===== src/rtl/spi_cmd_pkg.sv =====
package spi_cmd_pkg;

    typedef enum logic [2:0] {
        ST_IDLE,
        ST_SETUP,
        ST_SHIFT,
        ST_HOLD,
        ST_GAP
    } spi_state_t;

endpackage


===== src/rtl/spi_cmd_fifo.sv =====
module spi_cmd_fifo #(
    parameter int DW    = 32,
    parameter int IW    = 2,
    parameter int DEPTH = 4
) (
    input  logic          clk,
    input  logic          rst_n,
    input  logic          push,
    input  logic [DW-1:0] push_data,
    input  logic [IW-1:0] push_idx,
    input  logic          pop,
    output logic [DW-1:0] head_data,
    output logic [IW-1:0] head_idx,
    output logic          full,
    output logic          empty,
    output logic          overflow
);
    localparam int PW = (DEPTH > 1) ? $clog2(DEPTH) : 1;
    localparam int CW = $clog2(DEPTH + 1);

    logic [DW-1:0] mem_d [DEPTH];
    logic [IW-1:0] mem_i [DEPTH];
    logic [PW-1:0] rd_ptr, wr_ptr;
    logic [CW-1:0] count;
    logic          accept, take;

    function automatic logic [PW-1:0] bump(input logic [PW-1:0] p);
        return (p == PW'(DEPTH - 1)) ? '0 : p + 1'b1;
    endfunction

    assign full      = (count == CW'(DEPTH));
    assign empty     = (count == '0);
    assign accept    = push && !full;
    assign take      = pop && !empty;
    assign head_data = mem_d[rd_ptr];
    assign head_idx  = mem_i[rd_ptr];

    always_ff @(posedge clk) begin
        if (accept) begin
            mem_d[wr_ptr] <= push_data;
            mem_i[wr_ptr] <= push_idx;
        end
    end

    always_ff @(posedge clk or negedge rst_n) begin
        if (!rst_n) begin
            rd_ptr   <= '0;
            wr_ptr   <= '0;
            count    <= '0;
            overflow <= 1'b0;
        end else begin
            if (accept) wr_ptr <= bump(wr_ptr);
            if (take)   rd_ptr <= bump(rd_ptr);
            if (accept && !take)      count <= count + 1'b1;
            else if (take && !accept) count <= count - 1'b1;
            if (push && full) overflow <= 1'b1;
        end
    end
endmodule


===== src/rtl/spi_cmd_tick.sv =====
module spi_cmd_tick #(
    parameter int DIVW = 8
) (
    input  logic            clk,
    input  logic            rst_n,
    input  logic            run,
    input  logic [DIVW-1:0] div,
    output logic            tick
);
    logic [DIVW-1:0] cnt;

    assign tick = run && (cnt == div);

    always_ff @(posedge clk or negedge rst_n) begin
        if (!rst_n)              cnt <= '0;
        else if (!run || tick)   cnt <= '0;
        else                     cnt <= cnt + 1'b1;
    end
endmodule


===== src/rtl/spi_cmd_shift.sv =====
module spi_cmd_shift #(
    parameter int DW = 32
) (
    input  logic          clk,
    input  logic          rst_n,
    input  logic          load,
    input  logic [DW-1:0] load_data,
    input  logic          preload,
    input  logic          drive,
    input  logic          sample,
    input  logic          miso,
    output logic          mosi,
    output logic [DW-1:0] rx_word
);
    logic [DW-1:0] tx_sreg;

    always_ff @(posedge clk or negedge rst_n) begin
        if (!rst_n) begin
            tx_sreg <= '0;
            rx_word <= '0;
            mosi    <= 1'b0;
        end else begin
            if (load) begin
                rx_word <= '0;
                if (preload) begin
                    mosi    <= load_data[DW-1];
                    tx_sreg <= {load_data[DW-2:0], 1'b0};
                end else begin
                    tx_sreg <= load_data;
                end
            end else begin
                if (drive) begin
                    mosi    <= tx_sreg[DW-1];
                    tx_sreg <= {tx_sreg[DW-2:0], 1'b0};
                end
                if (sample) rx_word <= {rx_word[DW-2:0], miso};
            end
        end
    end
endmodule


===== src/rtl/spi_cmd_master.sv =====
module spi_cmd_master #(
    parameter int DW    = 32,
    parameter int IW    = 2,
    parameter int DEPTH = 4,
    parameter int DIVW  = 8
) (
    input  logic              clk,
    input  logic              rst_n,
    input  logic              wr_en,
    input  logic [DW-1:0]     wr_data,
    input  logic [IW-1:0]     wr_slave,
    output logic              full,
    output logic              empty,
    output logic              overflow,
    input  logic              cpol,
    input  logic              cpha,
    input  logic [DIVW-1:0]   div,
    output logic              sclk,
    output logic              mosi,
    input  logic              miso,
    output logic [(1<<IW)-1:0] cs_n,
    output logic              busy,
    output logic              rx_valid,
    output logic [DW-1:0]     rx_data,
    output logic [IW-1:0]     rx_slave
);
    import spi_cmd_pkg::*;

    localparam int NCS       = 1 << IW;
    localparam int EW        = $clog2(2 * DW);
    localparam logic [EW-1:0] LAST_EDGE = EW'(2 * DW - 1);

    spi_state_t      state, nxt;
    logic [DW-1:0]   head_data, rx_word;
    logic [IW-1:0]   head_idx, slave_q;
    logic [NCS-1:0]  sel_dec;
    logic [DIVW-1:0] div_q;
    logic [EW-1:0]   edge_cnt;
    logic            pol_q, pha_q;
    logic            pop, tick, run, lead, drive, sample;

    for (genvar g = 0; g < NCS; g++) begin : g_dec
        assign sel_dec[g] = (head_idx == IW'(g));
    end

    assign pop    = (state == ST_IDLE) && !empty;
    assign run    = (state != ST_IDLE);
    assign lead   = !edge_cnt[0];
    assign drive  = (state == ST_SHIFT) && tick &&
                    (pha_q ? lead : (!lead && edge_cnt != LAST_EDGE));
    assign sample = (state == ST_SHIFT) && tick && (pha_q ? !lead : lead);

    spi_cmd_fifo #(.DW(DW), .IW(IW), .DEPTH(DEPTH)) u_fifo (
        .clk       (clk),
        .rst_n     (rst_n),
        .push      (wr_en),
        .push_data (wr_data),
        .push_idx  (wr_slave),
        .pop       (pop),
        .head_data (head_data),
        .head_idx  (head_idx),
        .full      (full),
        .empty     (empty),
        .overflow  (overflow)
    );

    spi_cmd_tick #(.DIVW(DIVW)) u_tick (
        .clk   (clk),
        .rst_n (rst_n),
        .run   (run),
        .div   (div_q),
        .tick  (tick)
    );

    spi_cmd_shift #(.DW(DW)) u_shift (
        .clk       (clk),
        .rst_n     (rst_n),
        .load      (pop),
        .load_data (head_data),
        .preload   (!cpha),
        .drive     (drive),
        .sample    (sample),
        .miso      (miso),
        .mosi      (mosi),
        .rx_word   (rx_word)
    );

    // state register
    always_ff @(posedge clk or negedge rst_n) begin
        if (!rst_n) state <= ST_IDLE;
        else        state <= nxt;
    end

    // transitions
    always_comb begin
        nxt = state;
        unique case (state)
            ST_IDLE:  if (!empty) nxt = ST_SETUP;
            ST_SETUP: if (tick) nxt = ST_SHIFT;
            ST_SHIFT: if (tick && edge_cnt == LAST_EDGE) nxt = ST_HOLD;
            ST_HOLD:  if (tick) nxt = ST_GAP;
            ST_GAP:   if (tick) nxt = ST_IDLE;
            default:  nxt = ST_IDLE;
        endcase
    end

    // registered outputs and per-transfer configuration
    always_ff @(posedge clk or negedge rst_n) begin
        if (!rst_n) begin
            cs_n     <= '1;
            busy     <= 1'b0;
            sclk     <= 1'b0;
            rx_valid <= 1'b0;
            rx_data  <= '0;
            rx_slave <= '0;
            slave_q  <= '0;
            div_q    <= '0;
            pol_q    <= 1'b0;
            pha_q    <= 1'b0;
            edge_cnt <= '0;
        end else begin
            rx_valid <= 1'b0;
            unique case (state)
                ST_IDLE: begin
                    sclk <= cpol;
                    if (pop) begin
                        cs_n     <= ~sel_dec;
                        busy     <= 1'b1;
                        slave_q  <= head_idx;
                        div_q    <= div;
                        pol_q    <= cpol;
                        pha_q    <= cpha;
                        edge_cnt <= '0;
                    end
                end
                ST_SETUP: begin
                    sclk <= pol_q;
                end
                ST_SHIFT: begin
                    if (tick) begin
                        sclk     <= ~sclk;
                        edge_cnt <= edge_cnt + 1'b1;
                    end
                end
                ST_HOLD: begin
                    if (tick) begin
                        cs_n     <= '1;
                        busy     <= 1'b0;
                        rx_valid <= 1'b1;
                        rx_data  <= rx_word;
                        rx_slave <= slave_q;
                    end
                end
                ST_GAP: begin
                    cs_n <= '1;
                end
                default: begin
                    cs_n <= '1;
                    busy <= 1'b0;
                end
            endcase
        end
    end
endmodule


===== config.mk =====
export PLATFORM = sky130hd
export DESIGN_NAME = spi_cmd_master
export DESIGN_NICKNAME = d
export VERILOG_FILES = /design/src/rtl/spi_cmd_pkg.sv /design/src/rtl/spi_cmd_fifo.sv /design/src/rtl/spi_cmd_tick.sv /design/src/rtl/spi_cmd_shift.sv /design/src/rtl/spi_cmd_master.sv
export SDC_FILE = /design/constraint.sdc
export NUM_CORES = 1
export LEC_CHECK = 0
export BUFFER_PORTS_ARGS = -buffer_cell sky130_fd_sc_hd__buf_2
export CAP_MARGIN = 20
export CORE_MARGIN = 10
export CORE_UTILIZATION = 25
export DETAILED_ROUTE_END_ITERATION = 8
export SYNTH_ARGS = -nofsm -noshare
export SYNTH_HDL_FRONTEND = slang
export SYNTH_SLANG_ARGS = --single-unit

===== constraint.sdc =====
create_clock -name clk -period 4.95 [get_ports clk]
set_input_delay 1.485 -clock clk [delete_from_list [all_inputs] [get_ports clk]]
set_output_delay 1.485 -clock clk [all_outputs]
set_load 0.01 [all_outputs]

==> results of run 1 <==
==> power by group through the flow <==
| stage | sequential (uW) | clock (uW) | combinational [uW] |
|---|---|---|---|
| 3_5_place_dp | 3320 | 0 | 1800 |
| 4_1_cts | 3290 | 2840 | 1800 |
| 6_report | 3280 | 2750 | 1780 |
| 2_1_floorplan | 3190 | 0 | 1370 |
| 3_3_place_gp | 3310 | 0 | 1770 |
| 5_1_grt | 3350 | 2940 | 1980 |
==> state kept, by name, indices dropped and copies added, names as in the netlist, 2 cells and up <==
register,cells
u_shift.rx_word,32
u_fifo.count,3
div_q,8
slave_q,2
u_fifo.wr_ptr,2
edge_cnt,6
u_fifo.mem_d,128
u_shift.tx_sreg,32
cs_n,4
state,3
u_fifo.mem_i,8
u_tick.cnt,8
u_fifo.rd_ptr,2
rx_slave,2
rx_data,32
==> layer usage <==
metal,routed length (um),global-route usage,part of all wire,vias up
li1,-,-,-,3635
met1,13080,0.1247,0.45,3959
met2,13260,0.1533,0.46,259
met3,1987,0.02734,0.069,44
met4,595,0.03290,0.021,2
met5,11,0,0.00038,-
==> layout make-up <==
cell class / count / area (um^2)
clock buffer: 38 / 875.8
clock inverter: 24 / 379.1
fill: 4890 / 34160
inverter: 46 / 172.7
multi-input combinational: 536 / 4237
sequential: 279 / 7671
tap: 664 / 830.8
timing repair buffer: 111 / 621.8
==> per-stage QoR <==
stage               utilization  hold slack (ps)  power (uW)  worst slack, ps
floorplan                     -            440.2        4563             1868
global placement         0.2765            435.7        5086             1447
detailed placement       0.2765            448.9        5124             1402
CTS                      0.3021            462.2        7935             1420
global route             0.3021            484.8        8272             1382
finish                   0.3021            452.1        7805             1474
==> how the worst max path moves through the flow <==
stage	from	endpoint	slack [ps]	depth (start not counted)
6_report	u_fifo.count[1]	empty	1470	4
4_1_cts	u_fifo.count[1]	empty	1420	4
5_1_grt	u_fifo.count[1]	empty	1380	4
3_3_place_gp	cpha	u_shift.tx_sreg[20]	1450	6
2_1_floorplan	wr_en	u_fifo.mem_d[3][0]	1870	3
3_5_place_dp	cpha	u_shift.tx_sreg[20]	1400	6
==> kinds of logic after synthesis <==
| family | synth area share |
|---|---|
| buffers and inverters | 0.04178 |
| and+or+nand+nor | 0.08870 |
| DFF | 0.6184 |
| AOI/OAI and AO/OA | 0.08658 |
| muxes | 0.1422 |
| xor gates and xnor gates | 0.01271 |
| adders and majority gates | 0.009688 |
==> synth_stat cells (11+ instances only) <==
cell	count	area, um^2
clkbuf_1	41	153.9
mux2_2	49	551.8
dfrtp_1	139	3478
inv_1	45	168.9
mux4_2	23	518.0
o311ai_0	13	113.9
nor2_1	29	108.9
buf_2	21	105.1
mux2i_1	67	670.6
xnor2_1	11	96.34
a21oi_1	26	130.1
a22oi_1	42	315.3
nand2_1	78	292.8
nand4_1	37	231.5
edfxtp_1	136	4084
nand2b_1	15	93.84
nand3_1	30	150.1
o211ai_1	20	150.1
==> critical path: cells and delay by family, from the launching register on <==
kind / cells / cell delay (ps)
buffers and inverters: 3 / 610
DFF: 1 / 420
and+or+nand+nor: 1 / 400
==> reports/summary.txt, run 1 <==
Synth Area per Inst: 13.29 um^2
Period utilization: 0.7022
First-pass GRT wire length: 46130 um
Worst Setup End Kind: output port
Core area: 48950 um^2
Placement Rows: 81
HP Class: reg2reg
CP max stage cell: dfrtp_1
Wire per inst: 17.04 um
CTS tree: done
H-Tree Depth: 2
Setup repair after global routing missed its margin: false
Clk_skew: 34.16 ps
Max-Cap Viols: 0
Clk_lat worst skew: 560 ps
FMAX: 287.7 MHz
Int Pwr: 5400 uW
Sw Pwr: 2405 uW
Setup bufs post-CTS: 0
DR vias: 7899
Minimum clock period: 3476 ps
Initial antenna violation count: 1
Via density: 4.652
Comb power frac: 0.228
Placer Congestion: 0.7222
P&R area growth vs syn: 19.26%
Layout cell share with drive strength beyond 1: 0.2456
Most common flop cell mapped by yosys: dfrtp_1
Sw Ratio: 0.3081
Drt total wl: 28930 um
Cells after synthesis: 933
Port buffer count: 92
Area after DPL: 13530 um^2
Design area: 14790 um^2
Drt first pass iters: 5
Sequential power share: 0.421
Fin cells: 1698
Yosys reg bits: 279
Worst-path clk slew: 60 ps
Sequential share of the synthesized area: 0.6184
DRC: 0
Die Area: 58910 um^2
Detail Route Antenna Nets: 0
Die W: 242.7 um
Critical Path RT: 3460 ps
CP Cell Sequence: or3_1, buf_4, inv_1, buf_2
WS Path Type: reg2out
Final Max Slew Viols: 0
Setup TNS: 0 ps
I/O pins: 93
Largest net degree at the start of global routing: 95
Hold_sp: u_fifo.overflow
Cell variety after synth: 53
CP Max Fanout: 35
Inst Count DP: 1636
Status: finished, final reports clean
Post-synth EDFFs: 136
Root Buffer: clkbuf_16
Delay of the slowest critical-path stage: 420 ps
VDD IR max: 298.1 uV
Post-Syn Area: 12400 um^2
Vias in the first global route: 8120
Clk sink count: 279
WHS Endpoint: u_fifo.overflow
Post-Syn Nets: 990
R2r startpoint: u_fifo.count[1]
Number of gates resized after cts: 0
Final Setup Violations: 0
Clock Power Share: 0.352
Crit path arrival time: 1990 ps
Most frequent cells in the layout: dfrtp_1 (138), edfxtp_1 (136), buf_2 (91)
Clock Tree Buf Depth: 3
Global route total overflow: 0
DPL Wire Length: 17680 um
Worst R2R Path Depth: 10
Reg2reg end: u_fifo.count[2]
Crit path launch type: flop
Lkg Pwr: 0.005906 uW
Async S/R FF share, synth: 0.5125
Tot GR Track Use: 0.09673
CTS Buf Count: 34
DRT iter0 DRCs: 434
Die Y: 242.7 um
Hold Path Cell Cnt: 1
Least-Margin Pin Slew: 971.6 ps
Slew HR: 0.3493
Final Hold Fails: 0
Starting Density: 0.2533
Synth warn: 0
Most common cell after layout, fill and taps aside: dfrtp_1
Nets: 1065
Antenna Cells: 0
Cts hold-fix bufs: 0
Reg2reg setup slack: 2030 ps
PwrDens: 527.8 nW/um^2
Note: power is estimated with default switching activity, not from simulation.
==> run 2, diff against run 1 <==
--- a/config.mk
+++ b/config.mk
@@ -5,6 +5,7 @@
 export SDC_FILE = /design/constraint.sdc
 export NUM_CORES = 1
 export LEC_CHECK = 0
+export ABC_AREA = 1
 export BUFFER_PORTS_ARGS = -buffer_cell sky130_fd_sc_hd__buf_2
 export CAP_MARGIN = 20
 export CORE_MARGIN = 10
==> constraint.sdc (replaced) <==
create_clock -name clk -period 3 [get_ports clk]
set_input_delay 0.9 -clock clk [delete_from_list [all_inputs] [get_ports clk]]
set_output_delay 0.9 -clock clk [all_outputs]
set_load 0.01 [all_outputs]
==> run 2 against run 1 <==
Sequential share of layout area is 2.9 points higher. Non-clock buffer count is 1 lower. Sequential cell count stayed put. Routed wire length is 3.4% lower. Count of clock-buffer cells in the layout is 2 higher. Cell area is 5.4% lower. Register-to-register slack worse by 1200 ps. Critical path type unchanged.
==> reports/summary.txt, run 2 <==
Antenna Cells: 0
Cts hold-fix bufs: 0
Period utilization: 0.8505
Die Area: 56240 um^2
Clk_lat worst skew: 580 ps
Largest Register: u_fifo.mem_d
Max-Cap Viols: 0
Commonest cells in the netlist: nand2_1 (454), dfrtp_1 (139), edfxtp_1 (136)
H-Tree Depth: 1
Starting Density: 0.2532
Synth area leaders: edfxtp_1 (35%), dfrtp_1 (30%), nand2_1 (14%)
Reg2reg setup slack: 820 ps
Fin util: 0.3005
Least-Margin Pin Slew: 854.3 ps
I/O pins: 93
Crit path arrival time: 1650 ps
Worst Setup End Kind: output port
Synth Area per Inst: 9.832 um^2
Largest net degree at the start of global routing: 67
CP Max Fanout: 4
Drt first pass iters: 4
Most frequent cells in the layout: nand2_1 (454), dfrtp_1 (138), edfxtp_1 (136)
DRT iter0 DRCs: 587
Dpl ws: 667.1 ps
DRC: 0
Die W: 237.2 um
CTS tree: done
Sequential share of the synthesized area: 0.6504
Area after DPL: 12940 um^2
Wire per inst: 14.57 um
FMAX: 391.9 MHz
First-pass GRT wire length: 45150 um
Status: finished, final reports clean
Number of gates resized after cts: 0
Final Hold Fails: 0
Critical Path RT: 2100 ps
Post-Syn Nets: 1256
Tot GR Track Use: 0.09712
Nets: 1344
Root Buffer: clkbuf_16
P&R area growth vs syn: 18.68%
Design area: 13990 um^2
Worst R2R Path Depth: 7
Detail Route Antenna Nets: 0
Setup TNS: 0 ps
Final Setup Violations: 0
Worst-path clk slew: 60 ps
Synth warn: 0
Post-Syn Area: 11790 um^2
HP Class: in2async
Placer Congestion: 0.7990
Via density: 4.367
Initial antenna violation count: 6
Most frequent cell after synthesis: nand2_1
Yosys reg bits: 279
DR vias: 8375
CTS Buf Count: 31
Post-synth EDFFs: 136
Final worst slack: 448.5 ps
Setup bufs post-CTS: 0
Worst hold slack: 335.0 ps
Clk_skew: 30.63 ps
Slew HR: 0.4304
Final Max Slew Viols: 0
Max reg flops: 128
Setup repair after global routing missed its margin: false
Clk sink count: 279
Cells after synthesis: 1199
Core area: 46560 um^2
Reg2reg end: div_q[3]
DPL Wire Length: 17340 um
Cell taking the most area after synthesis: edfxtp_1
Crit path launch type: flop
VDD IR max: 497.2 uV
Global route total overflow: 0
Minimum clock period: 2551 ps
Cell variety after synth: 38
R2r startpoint: u_fifo.count[0]
Lkg Pwr: 0.006285 uW
Layout cell share with drive strength beyond 1: 0.1533
WS Path Type: reg2out
Port buffer count: 92
Die Y: 237.2 um
Placement Rows: 79
Async S/R FF share, synth: 0.5125
Clock Tree Buf Depth: 3
Top-area cell type share of the netlist area: 0.3464
Most common flop cell mapped by yosys: dfrtp_1
PwrDens: 953.7 nW/um^2
Drt total wl: 27940 um
Vias in the first global route: 8214
Most common cell after layout, fill and taps aside: nand2_1
run 2: worst max-delay path, cell delays in order, from the launching register on:
cell and delay, ps:
dfrtp_1 430, nor3_1 440, buf_2 220
run 2: how the worst max path moves through the flow:
stage / from / endpoint
final: u_fifo.count[0] / full
after global routing: u_fifo.count[0] / full
after CTS: u_fifo.count[0] / full
after detailed placement: wr_en / u_fifo.count[2]
after global placement: wr_en / u_fifo.count[2]
after floorplan: wr_en / u_fifo.mem_d[0][0]
run 2: power breakdown:
part / switching (uW) / total [uW] / internal, uW / leakage [uW]
logic: 2920 / 4200 / 1280 / 0.00264
registers: 429 / 5290 / 4860 / 0.00314
clock network: 1550 / 3860 / 2300 / 0.000508
total: 4900 / 13300 / 8440 / 0.00629
run 2: kinds of logic (layout without fill, tap and decap cells):
| group | count (synthesis) | count (layout) | share of synthesized area |
|---|---|---|---|
| compound gates | 131 | 131 | 0.06039 |
| simple gates | 656 | 656 | 0.2277 |
| buf+inv | 116 | 228 | 0.04543 |
| fa+ha+maj | 9 | 9 | 0.01019 |
| xor+xnor | 8 | 8 | 0.005944 |
| flops | 279 | 279 | 0.6504 |
run 2: metrics by stage:
stage	total power, uW	std cells
finish	13340	1918
global route	14320	1918
CTS	13530	1918
detailed placement	9617	1861
global placement	9515	1861
floorplan	8338	1199
run 2: layout make-up:
| type | count | area [um^2] |
|---|---|---|
| Inverter | 61 | 235.2 |
| Fill cell | 4807 | 32570 |
| Tap cell | 607 | 759.5 |
| Clock buffer | 40 | 869.6 |
| Timing Repair Buffer | 110 | 676.9 |
| Sequential cell | 279 | 7669 |
| Clock inverter | 17 | 185.2 |
| Multi-Input combinational cell | 804 | 3596 |
run 2: layer usage:
layer | track usage | part of all wire
met4 | 0.02181 | 0.018
met1 | 0.1271 | 0.46
met3 | 0.02307 | 0.054
met5 | 0 | 0.00097
met2 | 0.1598 | 0.46
==> run 3, diff against run 2 <==
--- a/config.mk
+++ b/config.mk
@@ -11,6 +11,7 @@
 export CORE_MARGIN = 10
 export CORE_UTILIZATION = 25
 export DETAILED_ROUTE_END_ITERATION = 8
+export MAX_ROUTING_LAYER = met4
 export SYNTH_ARGS = -nofsm -noshare
 export SYNTH_HDL_FRONTEND = slang
 export SYNTH_SLANG_ARGS = --single-unit
==> run 3 against run 2 <==
Sequential power barely moved. Clock skew is 1.9 ps higher. Highest routed layer is now met4. Routed wire length is 0.34% lower. Register-to-register slack is essentially flat. Worst setup slack improved by 2.6 ps. Die area unchanged.
==> reports/summary.txt, run 3 (synthesis results as in run 2) <==
Starting Density: 0.2532
Period utilization: 0.8496
CP Cell Sequence: nor3_1, buf_2
Die Area: 56240 um^2
Final Setup Violations: 0
Reg2reg setup slack: 830 ps
DR vias: 8345
Placement Rows: 79
Most frequent cells in the layout: nand2_1 (454), dfrtp_1 (138), edfxtp_1 (136)
GRT met1 Usage: 0.1274
CP max stage cell: nor3_1
Clk sink count: 279
Critical Path RT: 2100 ps
WS Path Type: reg2out
Max reg flops: 128
Die Y: 237.2 um
HP Class: in2async
Comb power frac: 0.314
CTS Buf Count: 31
Global route total overflow: 0
Placer Congestion: 0.8097
Fin util: 0.3006
Initial antenna violation count: 6
Vias in the first global route: 8221
Minimum clock period: 2549 ps
Setup repair after global routing missed its margin: false
Core area: 46560 um^2
Via density: 4.346
Slew HR: 0.4459
Crit path launch type: flop
Grt met2 use: 0.1600
FMAX: 392.3 MHz
Sw Ratio: 0.3664
Sequential power share: 0.397
DRT iter0 DRCs: 587
Drt total wl: 27840 um
Clock Tree Buf Depth: 3
VDD IR max: 490.3 uV
Clk_skew: 32.56 ps
Clk_lat worst skew: 580 ps
Sw Pwr: 4881 uW
PwrDens: 951.8 nW/um^2
Lkg Pwr: 0.006286 uW
Most common cell after layout, fill and taps aside: nand2_1
Least-Margin Pin Slew: 831.1 ps
CP Max Fanout: 4
CTS tree: done
Setup bufs post-CTS: 0
P&R area growth vs syn: 18.72%
Final Max Slew Viols: 0
Worst Setup End Kind: output port
Worst-path clk slew: 60 ps
Final Hold Fails: 0
Number of gates resized after cts: 0
DRC: 0
Nets: 1344
H-Tree Depth: 1
Tot GR Track Use: 0.1000
Clock Power Share: 0.289
Drt first pass iters: 4
Crit path arrival time: 1650 ps
Grt met3 use: 0.02238
DPL Wire Length: 17340 um
Status: finished, final reports clean
Delay of the slowest critical-path stage: 440 ps
First-pass GRT wire length: 45170 um
Max-Cap Viols: 0
Detail Route Antenna Nets: 0
Grt peak-use layer: met2
Cts hold-fix bufs: 0
Largest Register: u_fifo.mem_d
I/O pins: 93
Wire per inst: 14.50 um
Die W: 237.2 um
Layout cell share with drive strength beyond 1: 0.1533
Largest net degree at the start of global routing: 67
Root Buffer: clkbuf_16
Port buffer count: 92
Int Pwr: 8441 uW
Setup TNS: 0 ps
## run 3: cell types whose count changed in the layout (fill, tap and decap cells not counted)
cell | before | now
diode_2 | 0 | 2
## run 3: final timing paths
kind | depth (start not counted) | start | endpoint
hold / removal | 1 | rst_n | div_q[4]
min in group clk | 1 | u_fifo.overflow | u_fifo.overflow
setup / recovery | 2 | u_fifo.count[0] | full
hold reg to reg | 1 | u_fifo.overflow | u_fifo.overflow
max in group asynchronous | 2 | rst_n | rx_data[14]
setup reg to reg | 7 | u_fifo.count[0] | div_q[3]
## run 3: power groups by stage
stage,clock network (uW),registers [uW],logic (uW)
6_report,3850,5280,4190
5_1_grt,4130,5370,4830
4_1_cts,3970,5290,4280
3_5_place_dp,0,5350,4260
3_3_place_gp,0,5330,4190
2_1_floorplan,0,5230,3110
## run 3: area by class of cell
type                            count  area, um^2
Fill cell                        4807       32560
Sequential cell                   279        7669
Multi-Input combinational cell    804        3596
Clock buffer                       40       869.6
Tap cell                          607       759.5
Timing Repair Buffer              110       676.9
Inverter                           61       235.2
Clock inverter                     17       185.2
Antenna cell                        2       5.005
## run 3: worst max-delay path, delay by kind of cell, from the launching register on
| family | cells | cell delay, ps |
|---|---|---|
| AND/OR/NAND/NOR | 1 | 440 |
| flip-flops | 1 | 430 |
| buffers and inverters | 1 | 220 |
## run 3: metal layers
| metal | share of wire | wire, um |
|---|---|---|
| met5 | 0 | 0 |
| met2 | 0.46 | 12940 |
| met3 | 0.055 | 1541 |
| met4 | 0.019 | 537 |
| met1 | 0.46 | 12830 |
## run 3: per-stage QoR
stage               setup WS (ps)  cells  hold WS [ps]  cell area, um^2  total power, uW
finish                      451.2   1920         338.8            14000            13320
global route                371.1   1920         383.9            14000            14330
CTS                         386.1   1918         347.7            13990            13530
detailed placement          667.1   1861         447.8            12940             9617
global placement            588.0   1861         439.0            12940             9515
floorplan                  -145.7   1199         442.2            11790             8338
